## config.mk

```make
export PLATFORM = sky130hd
export DESIGN_NAME = tmr_core
export DESIGN_NICKNAME = d
export VERILOG_FILES = /design/src/rtl/tmr_pkg.sv /design/src/rtl/tmr_shadow.sv /design/src/rtl/tmr_counter.sv /design/src/rtl/tmr_events.sv /design/src/rtl/tmr_core.sv
export SDC_FILE = /design/constraint.sdc
export NUM_CORES = 1
export LEC_CHECK = 0
export ABC_AREA = 1
export BUFFER_PORTS_ARGS = -buffer_cell sky130_fd_sc_hd__buf_4
export CORE_MARGIN = 8
export CORE_UTILIZATION = 45
export CTS_CLUSTER_SIZE = 10
export DETAILED_ROUTE_END_ITERATION = 8
export GPL_TIMING_DRIVEN = 0
export SETUP_SLACK_MARGIN = 0.02
export SYNTH_ARGS = -nofsm -noshare
export SYNTH_HDL_FRONTEND = slang
export SYNTH_SLANG_ARGS = --single-unit
```

## constraint.sdc

```tcl
create_clock -name clk_i -period 2.2 [get_ports clk_i]
set_input_delay 0.11 -clock clk_i [delete_from_list [all_inputs] [get_ports clk_i]]
set_output_delay 0.11 -clock clk_i [all_outputs]
set_load 0.02 [all_outputs]
```

## src/rtl/tmr_pkg.sv

```systemverilog
package tmr_pkg;
  typedef enum logic [1:0] {
    ST_IDLE = 2'd0,
    ST_WAIT = 2'd1,
    ST_RUN  = 2'd2,
    ST_DONE = 2'd3
  } tmr_st_e;

  localparam logic [1:0] MODE_ONE = 2'd1;
  localparam logic [1:0] MODE_PER = 2'd2;
endpackage

```

## src/rtl/tmr_shadow.sv

```systemverilog
// Active/pending value pair with immediate or deferred update
module tmr_shadow #(
  parameter int W = 16
) (
  input  logic         clk_i,
  input  logic         rst_ni,
  input  logic         we_i,
  input  logic [W-1:0] val_i,
  input  logic         defer_i,
  input  logic         apply_i,
  output logic [W-1:0] act_o,
  output logic [W-1:0] eff_o,
  output logic         imm_o
);
  logic [W-1:0] act_q, pend_q;
  logic         vld_q;

  assign imm_o = we_i & ~defer_i;
  assign eff_o = vld_q ? pend_q : act_q;
  assign act_o = act_q;

  always_ff @(posedge clk_i or negedge rst_ni) begin
    if (!rst_ni) begin
      act_q  <= '0;
      pend_q <= '0;
      vld_q  <= 1'b0;
    end else begin
      if (we_i && defer_i) begin
        pend_q <= val_i;
        vld_q  <= 1'b1;
      end else if (apply_i && vld_q) begin
        vld_q <= 1'b0;
      end
      if (imm_o)                act_q <= val_i;
      else if (apply_i && vld_q) act_q <= pend_q;
    end
  end
endmodule

```

## src/rtl/tmr_counter.sv

```systemverilog
// Run control and count datapath
module tmr_counter
  import tmr_pkg::*;
#(
  parameter int W = 16
) (
  input  logic         clk_i,
  input  logic         rst_ni,
  input  logic         en_i,
  input  logic [1:0]   mode_i,
  input  logic         dir_up_i,
  input  logic         wait_trig_i,
  input  logic         chain_trig_i,
  input  logic [W-1:0] load_act_i,
  input  logic [W-1:0] load_eff_i,
  input  logic         imm_load_i,
  input  logic [W-1:0] imm_val_i,
  output logic [W-1:0] cnt_o,
  output logic [W-1:0] ticks_o,
  output logic         run_o,
  output logic         tc_o,
  output logic         start_o
);
  tmr_st_e      st_q;
  logic [W-1:0] cnt_q, ticks_q;
  logic         en_q;
  logic         mode_ok, terminal, restart, oneshot;

  assign mode_ok  = (mode_i == MODE_ONE) || (mode_i == MODE_PER);
  assign oneshot  = (mode_i == MODE_ONE);
  assign terminal = dir_up_i ? (cnt_q == load_act_i) : (cnt_q == '0);
  assign run_o    = (st_q == ST_RUN) && en_i;
  assign restart  = imm_load_i && !dir_up_i;
  assign tc_o     = run_o && terminal && !restart;
  assign start_o  = en_i && !en_q;
  assign cnt_o    = cnt_q;
  assign ticks_o  = ticks_q;

  always_ff @(posedge clk_i or negedge rst_ni) begin
    if (!rst_ni) begin
      st_q    <= ST_IDLE;
      cnt_q   <= '0;
      ticks_q <= '0;
      en_q    <= 1'b0;
    end else begin
      en_q <= en_i;
      if (!en_i) begin
        st_q <= ST_IDLE;
      end else begin
        unique case (st_q)
          ST_IDLE: if (!en_q && mode_ok) begin
            cnt_q   <= dir_up_i ? '0 : load_eff_i;
            ticks_q <= '0;
            st_q    <= wait_trig_i ? ST_WAIT : ST_RUN;
          end
          ST_WAIT: if (chain_trig_i) st_q <= ST_RUN;
          ST_RUN: begin
            ticks_q <= ticks_q + 1'b1;
            if (restart) begin
              cnt_q <= imm_val_i;
            end else if (terminal) begin
              if (oneshot) st_q <= ST_DONE;
              else         cnt_q <= dir_up_i ? '0 : load_eff_i;
            end else begin
              cnt_q <= dir_up_i ? cnt_q + 1'b1 : cnt_q - 1'b1;
            end
          end
          default: ;
        endcase
      end
    end
  end
endmodule

```

## src/rtl/tmr_events.sv

```systemverilog
// Event masking and snapshot capture, all outputs registered
module tmr_events #(
  parameter int W = 16
) (
  input  logic         clk_i,
  input  logic         rst_ni,
  input  logic         tc_i,
  input  logic         hit_i,
  input  logic         periodic_i,
  input  logic         snap_en_i,
  input  logic         to_irq_dis_i,
  input  logic         match_en_i,
  input  logic [W-1:0] ticks_i,
  output logic [W-1:0] snap_o,
  output logic         to_irq_o,
  output logic         to_trig_o,
  output logic         chain_o,
  output logic         match_irq_o,
  output logic         match_trig_o
);
  logic m_evt;
  assign m_evt = hit_i && match_en_i;

  always_ff @(posedge clk_i or negedge rst_ni) begin
    if (!rst_ni) begin
      snap_o       <= '0;
      to_irq_o     <= 1'b0;
      to_trig_o    <= 1'b0;
      chain_o      <= 1'b0;
      match_irq_o  <= 1'b0;
      match_trig_o <= 1'b0;
    end else begin
      to_trig_o    <= tc_i;
      chain_o      <= tc_i;
      to_irq_o     <= tc_i && !to_irq_dis_i;
      match_irq_o  <= m_evt;
      match_trig_o <= m_evt;
      if (tc_i && periodic_i && snap_en_i) snap_o <= ticks_i;
    end
  end
endmodule

```

## src/rtl/tmr_core.sv

```systemverilog
module tmr_core
  import tmr_pkg::*;
#(
  parameter int CNT_W = 16
) (
  input  logic             clk_i,
  input  logic             rst_ni,
  input  logic             en_i,
  input  logic [1:0]       mode_i,
  input  logic             dir_up_i,
  input  logic             load_defer_i,
  input  logic             match_defer_i,
  input  logic             snap_en_i,
  input  logic             wait_trig_i,
  input  logic             chain_trig_i,
  input  logic             to_irq_dis_i,
  input  logic             match_irq_en_i,
  input  logic             load_we_i,
  input  logic [CNT_W-1:0] load_val_i,
  input  logic             match_we_i,
  input  logic [CNT_W-1:0] match_val_i,
  output logic [CNT_W-1:0] count_o,
  output logic [CNT_W-1:0] snap_o,
  output logic             to_irq_o,
  output logic             match_irq_o,
  output logic             to_trig_o,
  output logic             match_trig_o,
  output logic             chain_trig_o
);
  logic [CNT_W-1:0] load_act, load_eff, match_act, match_eff, ticks;
  logic             load_imm, match_imm, run, tc, start, apply, hit;

  assign apply = tc || start;
  assign hit   = run && (count_o == match_act);

  // defer select is meaningless when counting up
  tmr_shadow #(.W(CNT_W)) u_load (
    .clk_i, .rst_ni,
    .we_i(load_we_i), .val_i(load_val_i),
    .defer_i(load_defer_i && !dir_up_i), .apply_i(apply),
    .act_o(load_act), .eff_o(load_eff), .imm_o(load_imm)
  );

  tmr_shadow #(.W(CNT_W)) u_match (
    .clk_i, .rst_ni,
    .we_i(match_we_i), .val_i(match_val_i),
    .defer_i(match_defer_i), .apply_i(apply),
    .act_o(match_act), .eff_o(match_eff), .imm_o(match_imm)
  );

  tmr_counter #(.W(CNT_W)) u_cnt (
    .clk_i, .rst_ni, .en_i, .mode_i, .dir_up_i, .wait_trig_i, .chain_trig_i,
    .load_act_i(load_act), .load_eff_i(load_eff),
    .imm_load_i(load_imm), .imm_val_i(load_val_i),
    .cnt_o(count_o), .ticks_o(ticks), .run_o(run), .tc_o(tc), .start_o(start)
  );

  tmr_events #(.W(CNT_W)) u_evt (
    .clk_i, .rst_ni,
    .tc_i(tc), .hit_i(hit), .periodic_i(mode_i == MODE_PER),
    .snap_en_i, .to_irq_dis_i, .match_en_i(match_irq_en_i),
    .ticks_i(ticks), .snap_o,
    .to_irq_o, .to_trig_o, .chain_o(chain_trig_o),
    .match_irq_o, .match_trig_o
  );

  // match shadow outputs not otherwise needed at top level
  logic unused_match;
  assign unused_match = ^{match_eff, match_imm};
endmodule

```

* After elaboration in Yosys (flattened, before gate mapping)
Index checks and enable logic that the tools add are counted. Widths: inputs -> output; s select.
Operators by class: reductions and logical operators 32, add/sub/neg operators 3, multiplexer cells 27, bitwise operators 4, equality and inequality tests 14
Operators by type and width (number):
- $mux 16 | 12
- $pmux 16 s2 | 2
- $add 16x1->16 const B | 2
- $eq 16x16->1 | 2
- $logic_and 1x1->1 | 16
- $logic_not 16->1 | 1
- $sub 16x1->16 const B | 1
- $mux 2 | 7
- $reduce_bool 2->1 | 5
- $ne 3x2->1 const B | 3
- $ne 3x3->1 const B | 2
- $pmux 2 s3 | 1
- $reduce_and 6->1 | 1
- $mux 1 | 5
- $eq 2x1->1 const B | 2
- $eq 2x2->1 const B | 2
- $logic_not 1->1 | 4
- $ne 4x1->1 const B | 1
- $ne 4x4->1 const B | 1
- $reduce_and 4->1 | 1
- $reduce_and 3->1 | 1
- $and 1x1->1 | 2
- $logic_not 2->1 | 1
- $logic_or 1x1->1 | 2
- 2 further kinds | 3
Storage, ports and cells: bits of input ports 47, word-level logic and storage cells 94, register bits 120, output and inout bits 37

* Depth between registers and ports, before layout
word-level depth 11, mapped depth 17, mapped depth without buffers 16

* Hierarchy
Synthesis repeated with hierarchy kept, for this count alone.
Second synthesis, totals: cell total of the unflattened synthesis 1259, area total of the unflattened synthesis 8259.2 µm²
By module, submodules not included:
- tmr_counter | times used 1, area each 3703.6 µm², cells an instance 648, seq. area each 875.8 µm²
- tmr_shadow | times used 2, area each 1719.1 µm², cells an instance 228, seq. area each 825.8 µm²
- tmr_events | times used 1, area each 802.0 µm², cells an instance 81, seq. area each 475.5 µm²
- tmr_core | times used 1, area each 315.3 µm², cells an instance 74, seq. area each 0.0 µm²

* Worst setup path before layout
No wires, ideal clock.
path type register to register, start point register u_cnt.cnt_q[0] (netlist: u_cnt.cnt_o[0]), end point register u_cnt.cnt_q[6] (netlist: u_cnt.cnt_o[6]), stages on the path, launching flop included 16, slack 197 ps, path buffers 1, data required time 2083 ps, arrival time 1885 ps, cell sequence dfrtp_1 > buf_4 > inv_2 > fa_1 > inv_1 > nand3_1 > nand3_1 > nand2_1 > nand2_1 > nand2_1 > nand2_1 > nand3_1 > nand3_1 > nand2_1 > nand3_1 > nand2_1
On the way: cells in the longest elaborated chain, start to end 5, elaborated cells on any way between the ends 11, those cells by class add/sub (2); eq/ne (2); mux (5); reduce/logical (2)
RTL lines:
- from (decl) | line tmr_counter.sv:25 | logic [W-1:0] cnt_q, ticks_q;
- from (signal assigned) | line tmr_counter.sv:52 | cnt_q <= dir_up_i ? '0 : load_eff_i;
- from (signal assigned) | line tmr_counter.sv:60 | cnt_q <= imm_val_i;
- from (signal assigned) | line tmr_counter.sv:63 | else cnt_q <= dir_up_i ? '0 : load_eff_i;
- $sub 16x1->16, or another cell as far along | line tmr_counter.sv:65 | cnt_q <= dir_up_i ? cnt_q + 1'b1 : cnt_q - 1'b1;
- $mux 16 or $mux 1 (tied branches) | line tmr_counter.sv:65, tmr_counter.sv:31
- $mux 16 | line tmr_counter.sv:61 | end else if (terminal) begin
- $mux 16 | line tmr_counter.sv:59 | if (restart) begin
- $pmux 16 s2 | line tmr_counter.sv:50 | unique case (st_q)
Parallel ways exist; a longest one is shown, timed or not. A chain may end at the register's enable or synchronous reset.

* Worst setup path after layout
start point register u_cnt.cnt_q[13] (netlist: u_cnt.cnt_o[13]), end point register u_cnt.cnt_q[8] (netlist: u_cnt.cnt_o[8])
On the way: cells in the longest elaborated chain, start to end 5, elaborated cells on any way between the ends 8, those cells by class eq/ne (2); mux (4); reduce/logical (2)
RTL lines:
- $eq 16x16->1 or $logic_not 16->1 (tied branches) | line tmr_counter.sv:31 | assign terminal = dir_up_i ? (cnt_q == load_act_i) : (cnt_q == '0);
- $mux 1 * | line tmr_counter.sv:31
- $mux 16 | line tmr_counter.sv:61
- $mux 16 | line tmr_counter.sv:59
- $pmux 16 s2 | line tmr_counter.sv:50
Every way passes the cells marked *; elsewhere a longest branch is shown, timed or not.

==> metrics.cfg <==
[status]
status = finished clean

[grt]
grt_max_degree = 89
number_of_global_route_vias_before_repair = 7154
number_of_antenna_violations_at_the_first_check_in_global_routing = 0
globalRouteTotalUtil_pct = 21.3
grt_pass1_wl_microns = 36600
grt-ovfl-total = 0

[timing]
fin_skew_ns = 0.00640
worst_slew_pin_tran_ns = 0.537
rsz0062_at_grt = yes
final_hold_viol_count = 0
final-setup-viol-count = 0
fin_setup_tns_ns = 0
layout_min_cycle_time_ns = 2.09
slew-limit-headroom_pct = 64.2
achievable-frequency_ghz = 0.479
fin_crit_sh_pct = 94.9
final_slew_violations = 0

[yosys]
synthFlopType = dfrtp_1
ys_ff_latch = 120
synth_most_common_cell = nand2_1
synth_top_area_share_pct = 39.4
yosys.area_share.xor_xnor_pct = 1.49
synth_simple_gate_area_share_pct = 33.4
synth.area.mux_share_pct = 0
synthesis.area_per_instance_sq_um = 6.91
yosys-top-cells-count = nand2_1, inv_1, dfrtp_1
syn-num-nets = 1172
synth_compound_gate_area_share_pct = 11.9
synth-edff-count = 0
netlist_instances = 1104
synth_top_family_by_area = simple AND/OR/NAND/NOR gates
synth_top_cell_by_area = dfrtp_1
synth_cell_types = 42
ys_top_cells_by_area = dfrtp_1, nand2_1, nand3_1
seq_area_frac_synth_pct = 39.4
ys_async_sr_fraction_pct = 100
synth_area_sq_um = 7630
yosysWarningCount = 0
synth_adder_area_share_pct = 3.54

[routing]
drt-initial-drc-count = 585
drt.antenna.violating_nets = 0
top_signal_layer_used = met4
wl_met2_microns = 11000
vias = 7579
wl_per_cell_microns = 15.2
finalWirelength_microns = 22800
post-route-drc-count = 0
drt_pass1_iterations = 7
vias_per_cell = 5.06
drt-met1-wl_microns = 10100
wl_met3_microns = 1180

[cells_and_area]
drive_gt1_share_pct = 18.5
design_area_sq_um = 9860
area.growth.synth_to_final_pct = 29.3
utilization_pct = 59.5
final_net_count = 1334
final_cell_count_no_fill = 1499
antenna_cells_inserted = 0

[critical_path]
critical_path.cell_chain = inv_1 > or2_2 > nand3_1 > nor2_1 > nand3_4 > nand2_4 > buf_8 > nand3_1 > nand2_1 > nand2_2 > buf_6 > nand3_1 > nand2_1
worst_setup_path_end_kind = register
critPathLaunch = u_cnt.cnt_o[13]
max_stage_delay_ns = 0.45
crit_path_frequent_cell = nand3_1
critPathMaxFanout = 10
critPathKind = reg2reg
critPathLaunchType = register
slowest_stage = dfrtp_1
critical_path_cell_count = 13
cp_endpoint = u_cnt.cnt_o[8]
worst_r2r_dst = u_cnt.cnt_o[8]
worst-r2r-cell-count = 13
cp.required_ns = 2.50
timing.critical_path.arrival_ns = 2.39
rrSetupSlack_ns = 0.11
r2r-start = u_cnt.cnt_o[13]
critical-path-top-delay-family = simple AND/OR/NAND/NOR gates
critPathBufInv = 3

[min_path]
hold_crit_path_type = in2reg

[power_and_ir_drop]
fin_total_pwr_mw = 10.7
leakage_nw = 5.18
vdd_ir_drop_max_mv = 0.711
powerDensity_nw_per_um2 = 1090

[cts]
clk_sink_count = 120
cts_tree = built
htree_levels = 4
cts_buffer_depth = 2
cts_buffers = 17
cts_root_buf = clkbuf_16
clkSlewWorstSetupHoldPaths_ns = 0.06
clk-insertion-delay-late_ns = 0.42

[floorplanning]
dieWidth_microns = 146
die_area_sq_um = 21400
floorplan.die.height_microns = 146
core_region_area_sq_um = 16600
start_util_pct = 46.0
rows = 47
top_level_ports = 84

[placed_design]
globalplace.congestion = 0.919
detailed_place.area_sq_um = 8560
dp.cells = 1408
numPortBuffers = 83
place.detailed.hpwl_microns = 16900

[run]
maxCapViolCount = 0

[worst min path at each step]
| stage | startpoint | endpoint | slack [ns] | cells past startpoint |
|---|---|---|---|---|
| 2_1_floorplan | rst_ni | u_cnt.cnt_o[0] | -0.19 | 0 |
| 3_3_place_gp | to_irq_dis_i | u_evt.to_irq_o | 0.26 | 2 |
| 3_5_place_dp | rst_ni | u_match.pend_q[8] | 0.02 | 1 |
| 4_1_cts | load_val_i[13] | u_load.pend_q[13] | 0.006 | 3 |
| 5_1_grt | load_val_i[13] | u_load.pend_q[13] | 0.03 | 3 |
| 6_report | load_val_i[13] | u_load.pend_q[13] | 0.01 | 3 |
[worst min-delay path: cells and delay by family]
kind	cells	cell delay (ns)
AO/OA/AOI/OAI	1	0.09
buffers and inverters	2	0.17
[through the flow]
step / hold slack, ns / worst slack [ns]
CTS: 0.00584 / 0.00507
global placement: 0.261 / -0.208
global route: 0.0340 / -0.000540
detailed placement: 0.0234 / -0.211
floorplan: -0.186 / 0.197
finish: 0.0108 / 0.111
[state kept, by name, indices dropped and copies added (netlist names)]
name,count
u_evt.to_irq_o,1
u_load.vld_q,1
u_evt.to_trig_o,1
u_cnt.ticks_o,16
u_match.vld_q,1
u_load.act_o,16
u_evt.snap_o,16
u_load.pend_q,16
u_evt.match_trig_o,1
u_match.act_o,16
u_cnt.cnt_o,16
u_cnt.en_q,1
u_match.pend_q,16
u_cnt.st_q,2
[layer usage]
metal / GRT usage [%] / vias to the layer above
met5: 0 / -
met4: 6.34 / 0
met3: 4.79 / 40
met2: 35.9 / 191
met1: 26.7 / 3485
li1: - / 3863
[cells in the final DEF, fill, tap and decap left out, types with 22 or more instances in the layout]
cell,synthesis,layout
dlygate4sd3_1,0,34
nand2_1,372,369
buf_4,6,112
inv_1,132,128
o21ai_0,79,77
a21oi_1,60,58
clkbuf_1,22,22
nand3_1,109,104
nor2_1,65,60
dfrtp_1,120,106
[cell families after synthesis]
kind of cell / Yosys count
simple gates: 592
compound gates: 170
flops: 120
fa+ha+maj: 21
xor+xnor: 13
buf+inv: 188
[area by class of cell]
class	instances	area, sq um
fill	1619	6720
multi-input combinational	796	3990
sequential	120	3020
timing repair buffer	143	1180
inverter	143	542
clock buffer	20	437
tap	220	275
buffer	45	263
clock inverter	12	150
[timing repair]
item,4_1_cts,5_1_grt
gates resized for setup,14,47
hold buffers,34,0
buffers inserted,3,22
endpoints found under the hold margin,65,0
setup endpoints to repair,40,63
pin swaps,2,8
[report_power, final]
part,internal [mW],switching [mW],total [mW]
clock network,1.78,1.05,2.82
logic,1.89,2.83,4.71
registers,2.62,0.547,3.17
total,6.28,4.42,10.7
Power figures use the tool's default switching activity.
